$ cat src/rtl/wdt_pkg.sv
package wdt_pkg;

    typedef enum logic [1:0] {
        CTL_DISARMED = 2'd0,
        CTL_ARMED    = 2'd1,
        CTL_PULSING  = 2'd2
    } ctl_state_t;

    typedef enum logic {
        KEY_WAIT = 1'b0,
        KEY_HALF = 1'b1
    } key_state_t;

endpackage

$ cat src/rtl/wdt_keyseq.sv
module wdt_keyseq
    import wdt_pkg::*;
#(
    parameter int ADDR_W = 8,
    parameter int DATA_W = 8,
    parameter logic [ADDR_W-1:0] KEY_ADDR   = 8'hA6,
    parameter logic [DATA_W-1:0] KEY_FIRST  = 8'h1E,
    parameter logic [DATA_W-1:0] KEY_SECOND = 8'hE1
) (
    input  logic              clk,
    input  logic              rst_n,
    input  logic              flush,
    input  logic              wr_en,
    input  logic [ADDR_W-1:0] wr_addr,
    input  logic [DATA_W-1:0] wr_data,
    output logic              key_done
);

    key_state_t state_q, state_d;
    logic       hit;

    assign hit = wr_en && (wr_addr == KEY_ADDR);

    always_ff @(posedge clk or negedge rst_n) begin
        if (!rst_n) state_q <= KEY_WAIT;
        else        state_q <= state_d;
    end

    always_comb begin
        state_d = state_q;
        if (flush) begin
            state_d = KEY_WAIT;
        end else if (hit) begin
            unique case (state_q)
                KEY_WAIT: state_d = (wr_data == KEY_FIRST) ? KEY_HALF : KEY_WAIT;
                KEY_HALF: state_d = (wr_data == KEY_FIRST) ? KEY_HALF : KEY_WAIT;
                default:  state_d = KEY_WAIT;
            endcase
        end
    end

    always_comb begin
        key_done = 1'b0;
        unique case (state_q)
            KEY_HALF: key_done = !flush && hit && (wr_data == KEY_SECOND);
            default:  key_done = 1'b0;
        endcase
    end

endmodule

$ cat src/rtl/wdt_cycle_cnt.sv
module wdt_cycle_cnt #(
    parameter int CNT_W = 14
) (
    input  logic clk,
    input  logic rst_n,
    input  logic run,
    input  logic tick,
    input  logic clear,
    output logic wrap
);

    localparam logic [CNT_W-1:0] CNT_TOP = {CNT_W{1'b1}};

    logic [CNT_W-1:0] cnt_q;

    always_ff @(posedge clk or negedge rst_n) begin
        if (!rst_n)            cnt_q <= '0;
        else if (clear)        cnt_q <= '0;
        else if (run && tick)  cnt_q <= cnt_q + 1'b1;
    end

    assign wrap = run && tick && !clear && (cnt_q == CNT_TOP);

endmodule

$ cat src/rtl/wdt_ctrl.sv
module wdt_ctrl
    import wdt_pkg::*;
#(
    parameter int PULSE_LEN = 98
) (
    input  logic clk,
    input  logic rst_n,
    input  logic key_done,
    input  logic wrap,
    output logic armed,
    output logic pulsing
);

    localparam int PCNT_W = $clog2(PULSE_LEN + 1);
    localparam logic [PCNT_W-1:0] PCNT_LAST = PCNT_W'(PULSE_LEN - 1);

    ctl_state_t        state_q, state_d;
    logic [PCNT_W-1:0] pcnt_q;

    always_ff @(posedge clk or negedge rst_n) begin
        if (!rst_n) state_q <= CTL_DISARMED;
        else        state_q <= state_d;
    end

    always_ff @(posedge clk or negedge rst_n) begin
        if (!rst_n)                      pcnt_q <= '0;
        else if (state_q == CTL_PULSING) pcnt_q <= pcnt_q + 1'b1;
        else                             pcnt_q <= '0;
    end

    always_comb begin
        state_d = state_q;
        unique case (state_q)
            CTL_DISARMED: if (key_done)            state_d = CTL_ARMED;
            CTL_ARMED:    if (wrap)                state_d = CTL_PULSING;
            CTL_PULSING:  if (pcnt_q == PCNT_LAST) state_d = CTL_DISARMED;
            default:                               state_d = CTL_DISARMED;
        endcase
    end

    always_comb begin
        armed   = 1'b0;
        pulsing = 1'b0;
        unique case (state_q)
            CTL_ARMED:   armed   = 1'b1;
            CTL_PULSING: pulsing = 1'b1;
            default: ;
        endcase
    end

endmodule

$ cat src/rtl/wdt_oneshot.sv
module wdt_oneshot #(
    parameter int CNT_W     = 14,
    parameter int PULSE_LEN = 98,
    parameter int ADDR_W    = 8,
    parameter int DATA_W    = 8,
    parameter logic [ADDR_W-1:0] KEY_ADDR   = 8'hA6,
    parameter logic [DATA_W-1:0] KEY_FIRST  = 8'h1E,
    parameter logic [DATA_W-1:0] KEY_SECOND = 8'hE1
) (
    input  logic              clk,
    input  logic              rst_n,
    input  logic              mc_tick,
    input  logic              wr_en,
    input  logic [ADDR_W-1:0] wr_addr,
    input  logic [DATA_W-1:0] wr_data,
    input  logic              rstout_dis,
    output logic              core_rst,
    output logic              rst_pin
);

    logic key_done;
    logic armed;
    logic pulsing;
    logic wrap;

    wdt_keyseq #(
        .ADDR_W(ADDR_W), .DATA_W(DATA_W), .KEY_ADDR(KEY_ADDR),
        .KEY_FIRST(KEY_FIRST), .KEY_SECOND(KEY_SECOND)
    ) u_key (
        .clk(clk), .rst_n(rst_n), .flush(pulsing), .wr_en(wr_en),
        .wr_addr(wr_addr), .wr_data(wr_data), .key_done(key_done)
    );

    wdt_cycle_cnt #(.CNT_W(CNT_W)) u_cnt (
        .clk(clk), .rst_n(rst_n), .run(armed), .tick(mc_tick),
        .clear(!armed || key_done), .wrap(wrap)
    );

    wdt_ctrl #(.PULSE_LEN(PULSE_LEN)) u_ctrl (
        .clk(clk), .rst_n(rst_n), .key_done(key_done), .wrap(wrap),
        .armed(armed), .pulsing(pulsing)
    );

    assign core_rst = pulsing;
    assign rst_pin  = pulsing && !rstout_dis;

endmodule

$ cat config.mk
export PLATFORM = sky130hd
export DESIGN_NAME = wdt_oneshot
export DESIGN_NICKNAME = d
export VERILOG_FILES = /design/src/rtl/wdt_pkg.sv /design/src/rtl/wdt_keyseq.sv /design/src/rtl/wdt_cycle_cnt.sv /design/src/rtl/wdt_ctrl.sv /design/src/rtl/wdt_oneshot.sv
export SDC_FILE = /design/constraint.sdc
export NUM_CORES = 1
export LEC_CHECK = 0
export BUFFER_PORTS_ARGS = -buffer_cell sky130_fd_sc_hd__buf_4
export CORE_UTILIZATION = 54
export CTS_BUF_LIST = sky130_fd_sc_hd__clkbuf_16
export CTS_CLUSTER_DIAMETER = 200
export CTS_CLUSTER_SIZE = 20
export DETAILED_ROUTE_END_ITERATION = 7
export PLACE_DENSITY = 0.88
export SLEW_MARGIN = 40
export SYNTH_ARGS = -nofsm -noshare
export SYNTH_HDL_FRONTEND = slang
export SYNTH_SLANG_ARGS = --single-unit
$ cat constraint.sdc
create_clock -name clk -period 2.2 [get_ports clk]
set_clock_uncertainty 0.1 [all_clocks]
set_input_delay 0.44 -clock clk [delete_from_list [all_inputs] [get_ports clk]]
set_output_delay 0.44 -clock clk [all_outputs]
set_load 0.005 [all_outputs]
### After elaboration in Yosys (flattened, before gate mapping)

Index checks and enable logic that the tools add are counted.

* flip-flop bits (word level): 24
* input bits: 21
* output and inout bits: 2
* word-level logic and storage cells: 45

* $add $sub $neg: 2
* eq/ne operators: 10
* mux-type cells: 13
* reductions and logical operators: 16

Operators with widths (number)
* 14-bit two-way mux: 2
* 8-bit == test, second input constant: 2
* 14-bit by 1-bit adder with 14-bit output, second input constant: 1
* 14-bit == test, second input constant: 1
* 8-bit by 5-bit == test with 1-bit output, second input constant: 1
* 7-bit by 1-bit adder with 7-bit output, second input constant: 1
* 7-bit == test, second input constant: 1
* 1-bit logical AND: 7
* 7-bit two-way mux: 1
* 1-bit two-way mux: 6
* 2-bit two-way mux: 3
* 2-bit != test, second input constant: 3
* 2-bit one-hot mux with 3 select lines: 1
* 1-bit zero test: 4
* 2-bit nonzero test: 2
* 3-bit AND reduction: 1
* 2-bit by 1-bit == test with 1-bit output, second input constant: 1
* 2-bit == test, second input constant: 1
* 2-bit zero test: 1
* 1-bit logical OR: 1

### Logic depth before layout (Yosys ltp)

Gate-level depths: netlist of run 1.

* depth in word-level cells: 12
* gate-level depth with buffers: 5
* gate-level depth less buffers: 5

### Hierarchy

Synthesis of run 1 repeated with hierarchy kept, for this count alone.

* cells, all modules: 127
* area, all modules: 1272.5 um2

By module, submodules not included
* wdt_cycle_cnt: times used 1, cells each 71, area each 710.7 um2, sequential area each 350.3 um2
* wdt_ctrl: times used 1, cells each 41, area each 420.4 um2, sequential area each 225.2 um2
* wdt_keyseq: times used 1, cells each 13, area each 121.4 um2, sequential area each 25.0 um2
* wdt_oneshot: times used 1, cells each 2, area each 20.0 um2, sequential area each 0.0 um2

### Worst setup path after synthesis of run 1

Ideal clock, no wire load.

* path kind: input to register
* start: in wr_addr[6]
* end: reg u_ctrl.state_q[1]
* setup time: 120 ps
* arrival: 1611 ps
* required time: 1980 ps
* path slack: 369 ps
* cell stages on the path: 4
* buffers on the path: 0
* path through: and4bb_1 nand4_4 or4_4 a31o_1

* longest elaborated chain between the ends: 11
* elaborated cells between the ends (all ways): 12
* those cells by class: 3 x eq/ne; 1 x mux; 8 x reduce/logical

Ends and longest elaborated chain
* start: declaration: RTL line wdt_oneshot.sv:14 `input logic [ADDR_W-1:0] wr_addr,`
* 8-bit == test *: RTL line wdt_keyseq.sv:22 `assign hit = wr_en && (wr_addr == KEY_ADDR);`
* 1-bit logical AND *: RTL line wdt_keyseq.sv:22
* 1-bit logical AND * (2 in series): RTL line wdt_keyseq.sv:45 `KEY_HALF: key_done = !flush && hit && (wr_data == KEY_SECOND);`
* 1-bit two-way mux *: RTL line wdt_keyseq.sv:44 `unique case (state_q)`
* 1-bit logical OR: RTL line wdt_oneshot.sv:36 `.clear(!armed || key_done), .wrap(wrap)`
* 1-bit zero test: RTL line wdt_cycle_cnt.sv:22 `assign wrap = run && tick && !clear && (cnt_q == CNT_TOP);`
* 1-bit logical AND (2 in series): RTL line wdt_cycle_cnt.sv:22
* 2-bit != test (no line)
* 3-bit AND reduction (no line) *
* end signal: assignment: RTL line wdt_ctrl.sv:22 `else state_q <= state_d;`
* end: declaration: RTL line wdt_ctrl.sv:17 `ctl_state_t state_q, state_d;`

Mark *: on every way between the ends. The rest lies on a longest branch, timed or not.
A chain may end at the register's enable or synchronous reset.

### Worst setup path after layout of run 1

* start: reg u_ctrl.state_q[0]
* end: out rst_pin

* longest elaborated chain between the ends: 3

Ends and longest elaborated chain
* 2-bit == test: RTL line wdt_ctrl.sv:44 `unique case (state_q)`
* 1-bit two-way mux: RTL line wdt_ctrl.sv:44
* 1-bit logical AND: RTL line wdt_oneshot.sv:45 `assign rst_pin = pulsing && !rstout_dis;`
* end: declaration: RTL line wdt_oneshot.sv:18 `output logic rst_pin`

Every way passes these cells.

==> results by group, run 1 <==
Worst hold path
  – Min-Delay Path Class: flop to flop

Finish
  – NumNets Final: 177
  – FILL cells: 152
  – Layout area overhead: 22.0%
  – Antenna cell count: 0
  – Share of layout cells above drive strength 1: 22.5%

Floorplan
  – Ports: 23
  – Chip height: 50.9 µm
  – Die area: 2600 µm²
  – Core area: 2230 µm²
  – Row count: 17
  – Initial core utilization: 57.9%
  – Die W: 50.9 µm

Setup path
  – Crit path from: u_ctrl.state_q[0]$_DFFE_PN0P_
  – CP arrival: 1.24 ns
  – CP max FO: 10
  – R2R Path End: u_cnt.cnt_q[12]$_DFFE_PN0P_
  – CP endpoint: rst_pin
  – Reg-to-reg startpoint: u_cnt.cnt_q[0]$_DFFE_PN0P_
  – Worst Setup End Kind: primary output
  – Crit path kind: flop to primary output
  – Reg2reg setup slack: 0.47 ns
  – Crit path required time: 1.66 ns
  – Startpoint Class: flop
  – Worst Reg-to-Reg Cells: 5

Logic synthesis
  – Ranking of synthesized cells by area: dfrtp_1 (46%), xnor2_1 (8.8%), nor2_1 (6.7%), ha_1 (2.9%), xor2_1 (2.7%)
  – Post-synth ARST share: 100%
  – Distinct cells, synth: 37
  – Cells after Synth: 126
  – Post-synth top area cell: dfrtp_1
  – Synth top area share: 46.4%
  – Ys Warns: 0
  – Synth Flop Type: dfrtp_1
  – Synthesized Nets: 150
  – Number of synthesized register bits: 24
  – Sequential area share after synthesis: 46.4%
  – Post-synth EDFFs: 0
  – Average cell area after synthesis: 10.3 µm²
  – Mapped cell area: 1290 µm²

Pwr
  – Pwr Total: 0.872 mW
  – Net Sw Power: 0.161 mW
  – Sequential share of power: 50.6%
  – Pint: 0.711 mW
  – Combinational power share: 5.8%
  – Clock power frac: 43.5%
  – Switching fraction of total power: 18.5%
  – Power per Cell Area: 553 nW/µm²
  – Max IR drop VDD: 0.390 mV
  – P_leak: 0.648 nW

GRT
  – Total gr overflow: 0
  – Largest net degree at the start of global routing: 25
  – Initial antenna violation count: 0
  – Vias in the first global route: 985
  – Global-route wire length before repair: 4150 µm
  – GRT Overall Usage: 21.5%

Placement
  – GPL Wtd Cong: 0.783
  – Final HPWL DP: 1810 µm
  – Setup WS pre-CTS: 0.173 ns
  – Port bufs: 22

STA
  – Final setup margin: 0.418 ns
  – Max transition margin: 76.0%
  – # setup viols final: 0
  – Maximum clock rate: 561 MHz
  – Final Critical Period: 1.78 ns
  – Worst slew pin tran: 0.357 ns
  – Final Hold Viols: 0
  – Crit share post-route: 81.0%
  – Pins Over Slew Limit: 0
  – RSZ-0062 raised after global routing: no
  – Setup TNS Final: 0 ns

Route
  – Post-DR vias/cell: 5.73
  – Met3 Routed Length: 132 µm
  – Drt drc: 0
  – Iter 0 DRT Violations: 23
  – Met2 Wirelength: 1190 µm
  – M1 wire length: 1110 µm
  – Post-Route WL: 2450 µm
  – Router iterations before antenna repair: 4
  – WL/cell: 13.7 µm
  – Top Layer Used: met4
  – Detail Route Antenna Nets: 0
  – Detailed-route via count: 1025

Flow run
  – Max-Cap Viols: 0

Clock tree
  – Worst-path clk slew: 0.06 ns
  – H-tree depth: 1
  – Insertion delay to the later sink of the worst-skew pair: 0.25 ns
  – Resized cells post-CTS: 0
  – Root Driver: clkbuf_16
  – CTS Buf Count: 3
  – CTS max path bufs: 2
  – CTS Sinks: 24
  – CTS tree: built

Run status
  – Status: completed
-- power groups by stage --
stage | combinational (mW) | clock [mW] | sequential, mW
floorplan | 0.0104 | 0 | 0.450
global placement | 0.0481 | 0 | 0.449
detailed placement | 0.0505 | 0 | 0.449
CTS | 0.0522 | 0.384 | 0.441
global route | 0.0557 | 0.397 | 0.441
finish | 0.0510 | 0.379 | 0.441
-- synth_stat cells, types with 3 or more instances --
| cell | count |
|---|---|
| dfrtp_1 | 24 |
| nor2_1 | 23 |
| xnor2_1 | 13 |
| nand3_1 | 6 |
| nand2_1 | 5 |
| inv_1 | 4 |
| nor3_1 | 4 |
| nor4_1 | 4 |
| or3_1 | 4 |
| xor2_1 | 4 |
| a21oi_1 | 3 |
| ha_1 | 3 |
| nand4_1 | 3 |
| nand4b_1 | 3 |
-- worst min-delay path by stage --
stage	startpoint	endpoint	slack, ns	cells past startpoint
3_5_place_dp	rst_n	u_cnt.cnt_q[7]$_DFFE_PN0P_	0.25	1
6_report	u_ctrl.pcnt_q[0]$_DFF_PN0_	u_ctrl.pcnt_q[0]$_DFF_PN0_	0.39	1
3_3_place_gp	rst_n	u_cnt.cnt_q[6]$_DFFE_PN0P_	0.25	1
2_1_floorplan	rst_n	u_cnt.cnt_q[0]$_DFFE_PN0P_	0.04	0
5_1_grt	mc_tick	u_cnt.cnt_q[0]$_DFFE_PN0P_	0.43	3
4_1_cts	u_ctrl.pcnt_q[0]$_DFF_PN0_	u_ctrl.pcnt_q[0]$_DFF_PN0_	0.39	1
-- registers in the layout, indices dropped and copies added, names as in the netlist --
name	flops
u_key.state_q	1
u_ctrl.state_q	2
u_cnt.cnt_q	14
u_ctrl.pcnt_q	7
-- cells in the final DEF (no fill, tap or decap), types with 3 or more instances in the layout --
master	synthesis	final
a21oi_1	3	3
buf_4	1	24
clkbuf_16	0	3
dfrtp_1	24	24
ha_1	3	3
inv_1	4	4
nand2_1	5	5
nand3_1	6	6
nand4_1	3	3
nand4b_1	3	3
nor2_1	23	23
nor3_1	4	4
nor4_1	4	4
or3_1	4	4
xnor2_1	13	13
xor2_1	4	4
-- cell type report --
class | count | area [µm²] | share of cell area [%]
clock buffers | 3 | 75.1 | 4.76
multi-input cells | 94 | 658 | 41.7
well taps | 28 | 35.0 | 2.22
inverters | 5 | 18.8 | 1.19
flip-flops and latches | 24 | 601 | 38.1
repair buffers | 25 | 190 | 12.1
-- stage by stage --
stage          area [µm²]  hold WS, ns  util (%)  cells
5_1_grt              1580        0.427      70.6    179
3_5_place_dp         1490        0.254      66.8    175
2_1_floorplan        1290       0.0444         -    126
4_1_cts              1580        0.389      70.6    179
6_report             1580        0.389      70.6    179
3_3_place_gp         1490        0.245      66.8    175
-- timing repair --
item | CTS | global route
hold endpoints to repair | 24 | 0
hold buffers | 1 | 0
setup buffers | 0 | 0
-- worst max-delay path, stage by stage, from the launching register on --
cell	delay, ns
dfrtp_1	0.41
nand2b_1	0.19
buf_4	0.18
nor2_1	0.10
buf_4	0.12
-- cell families after synthesis --
family | synth area share, %
flip-flops | 46.4
buffers and inverters | 2.71
AND/OR/NAND/NOR | 30.2
XOR/XNOR | 11.5
adder cells (fa/ha/maj) | 2.90
multiplexers | 0.774
AO/OA/AOI/OAI | 5.51
-- layer usage --
metal	vias up	GRT usage, %
li1	498	-
met1	496	26.2
met2	29	37.1
met3	2	4.46
met4	0	8.33
met5	-	0
(Power assumes the default switching activity.)
==> run 2: changes to the inputs <==
- clock period: 2.2 -> 1.8 ns (I/O delays scaled with it)
==> results by group, run 2 (synthesis results as in run 1) <==
GRT
  – Global-route wire length before repair: 4760 µm (+15%)
  – Initial antenna violation count: 0 (unchanged)
  – GRT Overall Usage: 24.9% (+3.4 points)
  – Total gr overflow: 0 (unchanged)
  – Largest net degree at the start of global routing: 25 (unchanged)
  – Vias in the first global route: 1163 (+18%)

Floorplan
  – Core area: 2230 µm² (unchanged)
  – Die W: 50.9 µm (unchanged)
  – Initial core utilization: 57.9% (unchanged)
  – Die area: 2600 µm² (unchanged)
  – Chip height: 50.9 µm (unchanged)
  – Row count: 17 (unchanged)
  – Ports: 23 (unchanged)

Pwr
  – P_leak: 0.678 nW (+4.5%)
  – Max IR drop VDD: 0.503 mV (+29%)
  – Power per Cell Area: 651 nW/µm² (+18%)

Setup path
  – Startpoint Class: flop
  – Worst Setup End Kind: flop
  – Reg-to-reg startpoint: u_cnt.cnt_q[0]$_DFFE_PN0P_
  – CP cell instances: ha_1 > nand4b_1 > nor4_2 > xnor2_1 > nor2_1
  – CP max FO: 6 (-4)
  – Crit path kind: flop to flop
  – Crit-path max cell delay: 0.40 ns (about the same)
  – Crit path from: u_cnt.cnt_q[0]$_DFFE_PN0P_
  – Reg2reg setup slack: 0.07 ns (-0.40 ns)
  – CP arrival: 1.77 ns (+0.53 ns)
  – CP max-delay cell: dfrtp_1
  – Crit path required time: 1.85 ns (+0.19 ns)

STA
  – Maximum clock rate: 579 MHz
  – Pins Over Slew Limit: 0 (unchanged)
  – RSZ-0062 raised after global routing: yes
  – Worst slew pin tran: 0.353 ns (-0.00338 ns)
  – Setup TNS Final: 0 ns (unchanged)
  – WHS: 0.329 ns (-0.0600 ns)
  – Crit share post-route: 96.0%
  – Max transition margin: 76.1% (+0.11 points)
  – Final Hold Viols: 0 (unchanged)
  – Final Critical Period: 1.73 ns
  – # setup viols final: 0 (unchanged)

Finish
  – Antenna cell count: 0 (unchanged)
  – Layout area overhead: 27.0%
  – Max reg flops: 14 (unchanged)
  – Biggest register: u_cnt.cnt_q
  – Largest regs: u_cnt.cnt_q x14, u_ctrl.pcnt_q x7, u_ctrl.state_q x2
  – FILL cells: 145 (-4.6%)
  – Share of layout cells above drive strength 1: 27.2% (+4.7 points)
  – Non-filler cells, final: 186 (+3.9%)
  – Most common cell after layout, fill and taps aside: buf_4
  – NumNets Final: 184 (+4.0%)
  – Most frequent cells in the layout: buf_4 (31), dfrtp_1 (24), nor2_1 (23)

Route
  – Drt drc: 0 (unchanged)
  – Router iterations before antenna repair: 4 (unchanged)
  – Iter 0 DRT Violations: 24 (+4.3%)
  – Detailed-route via count: 1042 (+1.7%)
  – Post-DR vias/cell: 5.60 (-2.2%)
  – Post-Route WL: 2900 µm (+18%)
  – WL/cell: 15.6 µm (+14%)
  – Detail Route Antenna Nets: 0 (unchanged)

Flow run
  – Max-Cap Viols: 0 (unchanged)

Clock tree
  – CTS Sinks: 24 (unchanged)
  – CTS max path bufs: 2 (unchanged)
  – CTS tree: built
  – Root Driver: clkbuf_16
  – Insertion delay to the later sink of the worst-skew pair: 0.25 ns (about the same)
  – H-tree depth: 1 (unchanged)
  – Worst-path clk slew: 0.06 ns (about the same)
  – CTS Buf Count: 3 (unchanged)

Placement
  – Port bufs: 22 (unchanged)
  – Placed Cells: 182 (+4.0%)
  – GPL Wtd Cong: 0.762 (-2.7%)
  – Final HPWL DP: 1950 µm (+7.6%)

Worst hold path
  – Hold Path Origin: mc_tick
  – Min-Delay Path Class: input port to flop

Run status
  – Status: completed
==> run 2: cell count changes in the layout (fill, tap and decap cells not counted), sizes merged <==
| cell | before | now |
|---|---|---|
| buf | 24 | 31 |
==> run 2: metrics by stage <==
stage	power, mW	cell area [µm²]	setup WS (ns)	utilization (%)
after floorplan	0.562	1290	0.0491	-
after global placement	0.609	1550	-0.0777	69.2
after detailed placement	0.612	1550	-0.135	69.2
after CTS	1.08	1630	0.0650	73.0
after global routing	1.10	1640	-0.0831	73.6
final	1.07	1640	0.0720	73.6
==> run 2: worst max-delay path, delay by kind of cell, from the launching register on <==
kind          cells  cell delay, ns
fa+ha+maj         1            0.20
simple gates      3            0.78
flops             1            0.40
xor+xnor          1            0.15
==> run 2: layout make-up <==
type / count / area (µm²) / share of cell area, %
Tap cell: 28 / 35.0 / 2.13
Sequential cell: 24 / 601 / 36.6
Timing Repair Buffer: 32 / 243 / 14.8
Multi-Input combinational cell: 94 / 671 / 40.8
Inverter: 5 / 18.8 / 1.14
Clock buffer: 3 / 75.1 / 4.57
==> run 2: path summary, 6_finish.rpt <==
check	to	depth (start not counted)
setup / recovery	u_cnt.cnt_q[12]$_DFFE_PN0P_	5
hold / removal	u_cnt.cnt_q[1]$_DFFE_PN0P_	3
setup reg to reg	u_cnt.cnt_q[12]$_DFFE_PN0P_	5
hold reg to reg	u_ctrl.state_q[0]$_DFFE_PN0P_	1
max in group asynchronous	u_cnt.cnt_q[8]$_DFFE_PN0P_	2
min in group asynchronous	u_cnt.cnt_q[7]$_DFFE_PN0P_	2
==> run 2: report_power, final <==
| part | internal, mW | total (mW) | switching (mW) |
|---|---|---|---|
| Combinational | 0.0368 | 0.0643 | 0.0275 |
| Sequential | 0.540 | 0.540 | 0.00000621 |
| Clock | 0.294 | 0.466 | 0.173 |
==> run 2: what timing repair did <==
| action | in CTS | in global routing |
|---|---|---|
| hold buffers | 1 | 0 |
| setup endpoints to repair | 0 | 2 |
| endpoints found under the hold margin | 24 | 0 |
| buffers inserted | 0 | 0 |
| gates resized for setup | 0 | 2 |
==> run 2: metal layers <==
layer	GRT usage, %	part of all wire, %
met1	28.7	43
met4	11.6	1.6
met2	44.3	50
met5	0	0
met3	4.46	5.8
